File: src/rtl/hbs_pkg.sv
package hbs_pkg;
  typedef enum logic [1:0] {
    SEL_CTRL     = 2'd0,
    SEL_DATA_INC = 2'd1,
    SEL_ADDR     = 2'd2,
    SEL_DATA_FIX = 2'd3
  } hsel_e;

  typedef enum logic [2:0] {
    ST_IDLE,
    ST_REQ,
    ST_RWAIT,
    ST_WWAIT,
    ST_DONE
  } hstate_e;

  typedef struct packed {
    logic [1:0] ctl;
    logic       rnw;
    logic       half;
  } hsel_t;
endpackage

File: src/rtl/hbs_sync.sv
module hbs_sync #(
  parameter int W = 1,
  parameter int STAGES = 2,
  parameter logic [W-1:0] RST = '0
) (
  input  logic         clk,
  input  logic         rst_n,
  input  logic [W-1:0] d,
  output logic [W-1:0] q
);
  logic [W-1:0] pipe [STAGES];

  always_ff @(posedge clk or negedge rst_n) begin
    if (!rst_n) begin
      for (int i = 0; i < STAGES; i++) pipe[i] <= RST;
    end else begin
      pipe[0] <= d;
      for (int i = 1; i < STAGES; i++) pipe[i] <= pipe[i-1];
    end
  end

  assign q = pipe[STAGES-1];
endmodule

File: src/rtl/hbs_strobe.sv
module hbs_strobe (
  input  logic clk,
  input  logic rst_n,
  input  logic cs_n,
  input  logic ds1_n,
  input  logic ds2_n,
  input  logic as_n,
  output logic act,
  output logic fall,
  output logic rise,
  output logic as_fall
);
  logic stb_n, prev_stb_n, prev_as_n;

  // inactive unless exactly one data strobe is low while selected
  assign stb_n = ~(ds1_n ^ ds2_n) | cs_n;

  always_ff @(posedge clk or negedge rst_n) begin
    if (!rst_n) begin
      prev_stb_n <= 1'b1;
      prev_as_n  <= 1'b1;
    end else begin
      prev_stb_n <= stb_n;
      prev_as_n  <= as_n;
    end
  end

  assign act     = ~stb_n;
  assign fall    = prev_stb_n & ~stb_n;
  assign rise    = ~prev_stb_n & stb_n;
  assign as_fall = prev_as_n & ~as_n;
endmodule

File: src/rtl/hostbus_slave.sv
module hostbus_slave #(
  parameter int DW = 32,
  parameter int AW = 16,
  parameter int HALF_MODE = 0,
  parameter int USE_AS = 0,
  parameter int SYNC_STAGES = 2
) (
  input  logic          clk,
  input  logic          rst_n,
  input  logic          h_cs_n,
  input  logic          h_ds1_n,
  input  logic          h_ds2_n,
  input  logic          h_as_n,
  input  logic [1:0]    h_ctl,
  input  logic          h_rnw,
  input  logic          h_half,
  input  logic [DW-1:0] h_din,
  output logic [DW-1:0] h_dout,
  output logic          h_doe,
  output logic          h_rdy_n,
  output logic          rq_valid,
  input  logic          rq_ready,
  output logic [AW-1:0] rq_addr,
  input  logic          rs_valid,
  input  logic [DW-1:0] rs_data,
  output logic          wq_valid,
  input  logic          wq_ready,
  output logic [AW-1:0] wq_addr,
  output logic [DW-1:0] wq_data
);
  import hbs_pkg::*;

  localparam int  HW = DW / 2;
  localparam int  IW = 8 + DW;
  localparam logic HM = (HALF_MODE != 0);
  localparam logic AM = (USE_AS != 0);

  logic [IW-1:0] s_vec;
  logic s_cs_n, s_ds1_n, s_ds2_n, s_as_n, s_rnw, s_half;
  logic [1:0] s_ctl;
  logic [DW-1:0] s_din;

  hbs_sync #(.W(IW), .STAGES(SYNC_STAGES), .RST({IW{1'b1}})) u_sync (
    .clk(clk), .rst_n(rst_n),
    .d({h_cs_n, h_ds1_n, h_ds2_n, h_as_n, h_ctl, h_rnw, h_half, h_din}),
    .q(s_vec)
  );
  assign {s_cs_n, s_ds1_n, s_ds2_n, s_as_n, s_ctl, s_rnw, s_half, s_din} = s_vec;

  logic stb_act, stb_fall, stb_rise, as_fall;
  hbs_strobe u_stb (
    .clk(clk), .rst_n(rst_n), .cs_n(s_cs_n), .ds1_n(s_ds1_n), .ds2_n(s_ds2_n),
    .as_n(s_as_n), .act(stb_act), .fall(stb_fall), .rise(stb_rise), .as_fall(as_fall)
  );

  hstate_e state;
  hsel_t live_sel, sel_as, cur_sel, sel_q;
  logic [DW-1:0] ctrl_q, dreg, addr_z, full_word;
  logic [AW-1:0] addr_q;
  logic [HW-1:0] wlo;
  logic abort_q, doe_q;
  logic cur_data, cur_first, commit_push;

  always_comb begin
    live_sel.ctl  = s_ctl;
    live_sel.rnw  = s_rnw;
    live_sel.half = HM & s_half;
    cur_sel       = AM ? sel_as : live_sel;
    cur_data      = cur_sel.ctl[0];
    cur_first     = ~cur_sel.half;
    commit_push   = sel_q.ctl[0] & (~HM | sel_q.half);
  end

  assign addr_z = DW'(addr_q);

  function automatic logic [DW-1:0] merge(input logic [DW-1:0] old,
                                          input logic [DW-1:0] nv,
                                          input logic hi);
    if (!HM) return nv;
    if (hi) return {nv[HW-1:0], old[HW-1:0]};
    return {old[DW-1:HW], nv[HW-1:0]};
  endfunction

  always_ff @(posedge clk or negedge rst_n) begin
    if (!rst_n) sel_as <= '0;
    else if (as_fall) sel_as <= live_sel;
  end

  always_ff @(posedge clk or negedge rst_n) begin
    if (!rst_n) begin
      state    <= ST_IDLE;
      sel_q    <= '0;
      ctrl_q   <= '0;
      addr_q   <= '0;
      dreg     <= '0;
      wlo      <= '0;
      abort_q  <= 1'b0;
      doe_q    <= 1'b0;
      rq_valid <= 1'b0;
      rq_addr  <= '0;
      wq_valid <= 1'b0;
      wq_addr  <= '0;
      wq_data  <= '0;
    end else begin
      if (wq_valid && wq_ready) wq_valid <= 1'b0;
      unique case (state)
        ST_IDLE: if (stb_fall) begin
          sel_q <= cur_sel;
          if (cur_sel.rnw) begin
            doe_q <= 1'b1;
            if (cur_data && cur_first) begin
              rq_valid <= 1'b1;
              rq_addr  <= addr_q;
              state    <= ST_REQ;
            end else begin
              state <= ST_DONE;
            end
          end else if (cur_data && (!HM || cur_sel.half)) begin
            state <= ST_WWAIT;
          end else begin
            state <= ST_DONE;
          end
        end
        ST_REQ: begin
          if (stb_rise) begin abort_q <= 1'b1; doe_q <= 1'b0; end
          if (rq_ready) begin rq_valid <= 1'b0; state <= ST_RWAIT; end
        end
        ST_RWAIT: begin
          if (stb_rise) begin abort_q <= 1'b1; doe_q <= 1'b0; end
          if (rs_valid) begin
            dreg    <= rs_data;
            abort_q <= 1'b0;
            state   <= (abort_q || stb_rise) ? ST_IDLE : ST_DONE;
          end
        end
        ST_WWAIT: begin
          if (stb_rise) state <= ST_IDLE;
          else if (wq_ready && !wq_valid) state <= ST_DONE;
        end
        ST_DONE: if (stb_rise) begin
          state <= ST_IDLE;
          doe_q <= 1'b0;
          if (!sel_q.rnw) begin
            unique case (sel_q.ctl)
              SEL_CTRL: ctrl_q <= merge(ctrl_q, s_din, sel_q.half);
              SEL_ADDR: addr_q <= AW'(merge(addr_z, s_din, sel_q.half));
              default: if (commit_push) begin
                wq_valid <= 1'b1;
                wq_addr  <= addr_q;
                wq_data  <= HM ? {s_din[HW-1:0], wlo} : s_din;
              end else begin
                wlo <= s_din[HW-1:0];
              end
            endcase
          end
          if (sel_q.ctl == SEL_DATA_INC && (!HM || sel_q.half))
            addr_q <= addr_q + 1'b1;
        end
        default: state <= ST_IDLE;
      endcase
    end
  end

  always_comb begin
    unique case (sel_q.ctl)
      SEL_CTRL: full_word = ctrl_q;
      SEL_ADDR: full_word = addr_z;
      default:  full_word = dreg;
    endcase
    if (HM) h_dout = {{HW{1'b0}}, sel_q.half ? full_word[DW-1:HW] : full_word[HW-1:0]};
    else    h_dout = full_word;
  end

  assign h_doe   = doe_q;
  assign h_rdy_n = (state != ST_DONE);
endmodule

File: config.mk
export PLATFORM = sky130hd
export DESIGN_NAME = hostbus_slave
export DESIGN_NICKNAME = d
export VERILOG_FILES = /design/src/rtl/hbs_pkg.sv /design/src/rtl/hbs_sync.sv /design/src/rtl/hbs_strobe.sv /design/src/rtl/hostbus_slave.sv
export SDC_FILE = /design/constraint.sdc
export NUM_CORES = 1
export LEC_CHECK = 0
export CORE_ASPECT_RATIO = 1.75
export CORE_UTILIZATION = 52
export CTS_CLUSTER_DIAMETER = 60
export CTS_CLUSTER_SIZE = 24
export DETAILED_ROUTE_END_ITERATION = 12
export GPL_ROUTABILITY_DRIVEN = 0
export PLACE_DENSITY_LB_ADDON = 0.1
export SLEW_MARGIN = 20
export SYNTH_ARGS = -nofsm -noshare
export SYNTH_HDL_FRONTEND = slang
export SYNTH_SLANG_ARGS = --single-unit
File: constraint.sdc
create_clock -name clk -period 2.7 [get_ports clk]
set_input_delay 0.81 -clock clk [delete_from_list [all_inputs] [get_ports clk]]
set_output_delay 0.81 -clock clk [all_outputs]
set_load 0.005 [all_outputs]
==> impl_metrics.csv <==
group,metric,value,unit
global_route,grt_pass1_vias,6227,
worst_setup_path,slowest_stage,"dfrtp_1",
sta,setup_ws,0.0363,ns
global_route,antenna_found_initial,0,
sta,skew,0.0204,ns
synth,netlist-cell-type-count,53,
worst_setup_path,crit_buf_inv,5,
flow_run,maxCapViolCount,0,
power_and_ir_drop,p_sw_share,31.7,%
worst_setup_path,worstSetupPathType,"reg -> out",
floorplan,ios,177,
final_layout,synthToLayoutAreaGrowth,29.8,%
clock_network,cts_buffers,13,
worst_setup_path,crit_fanout,5,
clock_network,cts_tree,"done",
worst_setup_path,cp_common_cell,"buf_6",
final_layout,finalInstanceArea,11800,sq um
clock_network,clockBufferDepth,3,
route,via_per_inst,5.54,
floorplan,core_area,17000,sq um
power_and_ir_drop,irDropWorstVdd,0.546,mV
route,drt_iter0_drc,247,
synth,yosys-top-cells-count,"dfrtp_1 (154), mux2_2 (85), dfstp_2 (77)",
clock_network,clk_pin_slew,0.09,ns
route,ant_nets,0,
floorplan,die_h,177,um
global_route,grt_usage,24.0,%
sta,setup_viol,0,
sta,holdWs,0.286,ns
worst_setup_path,critPathLaunchType,"register",
route,vias,5895,
final_layout,final_layout_size_suffix_gt1_share,37.9,%
synth,synth_nets,729,
synth,yosysTopAreaCellShare,42.3,%
route,first_pass_iters,5,
route,wl_per_cell,20.1,um
sta,tightest_slew,0.800,ns
worst_setup_path,arrival,1.85,ns
route,wl,21400,um
synth,syn-cell-area,9100,sq um
run_status,outcome,"finished clean",
synth,synth_cells,648,
worst_setup_path,cp-end-kind,"primary output",
synth,yosysTopAreaCell,"dfrtp_1",
worst_setup_path,required,1.89,ns
synth,synth_seq_cells,231,
clock_network,h-tree-depth,1,
synth,synth_flop_cell,"dfrtp_1",
floorplan,start_util,53.5,%
placement,port_buffers,174,
synth,yosysMostFrequentCell,"dfrtp_1",
power_and_ir_drop,power_density,986,nW/um^2
synth,ys_seq_area_share,64.5,%
global_route,grt.overflow.total,0,
floorplan,dieArea,18100,sq um
worst_setup_path,path_cells,"inv_2 > ha_4 > nor2_4 > buf_6 > buf_6 > buf_6 > nand2_2 > nand2_2 > buf_2",
final_layout,num_antenna_cells,0,
clock_network,cts_sinks,231,
synth,async_reset_ff_share,100,%
route,drc,0,
clock_network,root_buffer,"clkbuf_16",
sta,fmax,0.375,GHz
sta,min_period_over_period,98.7,%
global_route,grt_max_degree,74,
sta,fin_crit,2.66,ns
power_and_ir_drop,p_switching,3.70,mW
worst_setup_path,critPathTopFamily,"buffers and inverters",
power_and_ir_drop,clkPwrFrac,17.4,%
final_layout,layout.nets,912,
clock_network,clk_latency,0.46,ns
sta,rsz0062_at_grt,"yes",
synth,synth_area_leaders,"dfrtp_1 (42%), dfstp_2 (22%), mux2_2 (11%), mux2_4 (6.4%), nand2_1 (2.6%)",
floorplan,rows,63,
power_and_ir_drop,combPwrFrac,38.9,%
power_and_ir_drop,intPower,7.95,mW
sta,drv_slew,0,
global_route,grt_first_pass_wirelength,33100,um
floorplan,fp.dieW,102,um
sta,slew_headroom,46.3,%
placement,placed_area,11300,sq um
sta,hold_violations,0,
placement,hpwl,14900,um
power_and_ir_drop,share_seq_of_total_power,43.7,%
hold_path,min_path_type,"in -> async",
synth,synth_edf_count,0,
worst_setup_path,cpPeakStageDelay,0.43,ns
placement,dp_worst_setup_slack,0.0671,ns
synth,synth.yosys.warnings,0,
synth,syn_avg_cell_area,14.1,sq um
power_and_ir_drop,leakage,5.43,nW
-- cell type report --
class                      count  area, sq um
fill                        1242         5200
multi-input combinational    367         3190
sequential                   231         5880
timing repair buffer         210         2060
tap                          227          284
inverter                       8         30.0
clock inverter                 1         5.00
clock buffer                  20          383
-- metrics by stage --
| stage | TNS (ns) | utilization [%] | std cells | total power [mW] |
|---|---|---|---|---|
| 2_1_floorplan | 0 | - | 648 | 6.99 |
| 3_3_place_gp | 0 | 66.1 | 1038 | 9.30 |
| 3_5_place_dp | 0 | 66.1 | 1038 | 9.48 |
| 4_1_cts | -2.13 | 69.0 | 1063 | 11.6 |
| 5_1_grt | -0.155 | 69.4 | 1064 | 12.3 |
| 6_report | 0 | 69.4 | 1064 | 11.7 |
-- sequential cells by signal (all words and copies together), names as in the netlist, 2 cells and up --
register	cells
u_sync.pipe	38
ctrl_q	32
addr_q	16
wq_data	32
wq_addr	16
state	3
rq_addr	16
sel_q	2
dreg	32
u_sync.q	38
-- final timing paths --
path | from | depth (start not counted) | slack (ns) | to
worst max-delay path | sel_q[3]$_DFFE_PN0P_ | 9 | 0.04 | h_dout[0]
worst min-delay path | rst_n | 1 | 0.29 | ctrl_q[29]$_DFFE_PN0P_
worst max register to register | u_sync.q[37]$_DFF_PN1_ | 5 | 0.30 | rq_addr[6]$_DFFE_PN0P_
worst min register to register | u_sync.pipe[49]$_DFF_PN1_ | 0 | 0.35 | u_sync.q[9]$_DFF_PN1_
max in group asynchronous | rst_n | 2 | 1.64 | u_sync.q[30]$_DFF_PN1_
min in group clk | u_sync.pipe[49]$_DFF_PN1_ | 0 | 0.35 | u_sync.q[9]$_DFF_PN1_
-- power by group through the flow --
stage / combinational [mW] / sequential, mW / clock [mW]
4_1_cts: 4.45 / 5.05 / 2.09
3_5_place_dp: 4.39 / 5.09 / 0
6_report: 4.53 / 5.09 / 2.03
2_1_floorplan: 2.12 / 4.87 / 0
5_1_grt: 4.87 / 5.21 / 2.24
3_3_place_gp: 4.27 / 5.04 / 0
-- timing repair --
action,in CTS,in global routing
hold buffers,0,0
endpoints found under the setup margin,32,33
setup buffers,4,1
gates resized for setup,55,88
cloned,0,0
pin swaps,5,2
-- cell families after synthesis --
logic type,count (synthesis),synth area share (%)
compound gates,104,7.57
xor+xnor,4,0.385
fa+ha+maj,4,0.550
buf+inv,50,2.57
flops,231,64.5
mux,129,17.5
simple gates,126,6.83
-- layer usage --
layer / part of all wire (%) / global-route usage, % / vias up
met4: 2.6 / 7.32 / 0
met2: 56 / 45.1 / 204
li1: - / - / 2663
met5: 0 / 0 / -
met3: 4.4 / 2.69 / 38
met1: 37 / 28.0 / 2990
-- cell usage in the layout, fill, tap and decap left out, drive strengths merged, types with 2 or more instances in the layout --
cell type / n
dfrtp: 154
clkdlybuf4s50: 141
mux2: 128
dfstp: 77
nand2: 63
buf: 48
o21ai: 29
clkbuf: 29
a22oi: 16
nand2b: 15
a21oi: 12
dlymetal6s2s: 10
nand3: 10
o22ai: 9
nand4: 8
nor3: 8
a31oi: 8
inv: 8
a2bb2oi: 7
nor2: 7
and4: 5
a211oi: 5
ha: 4
a22o: 3
and3: 3
xnor2: 2
xor2: 2
a21o: 2
nor2b: 2
a211o: 2
o41ai: 2
clkdlybuf4s15: 2
a21boi: 2
No activity file was read; power rests on OpenSTA's default activity.
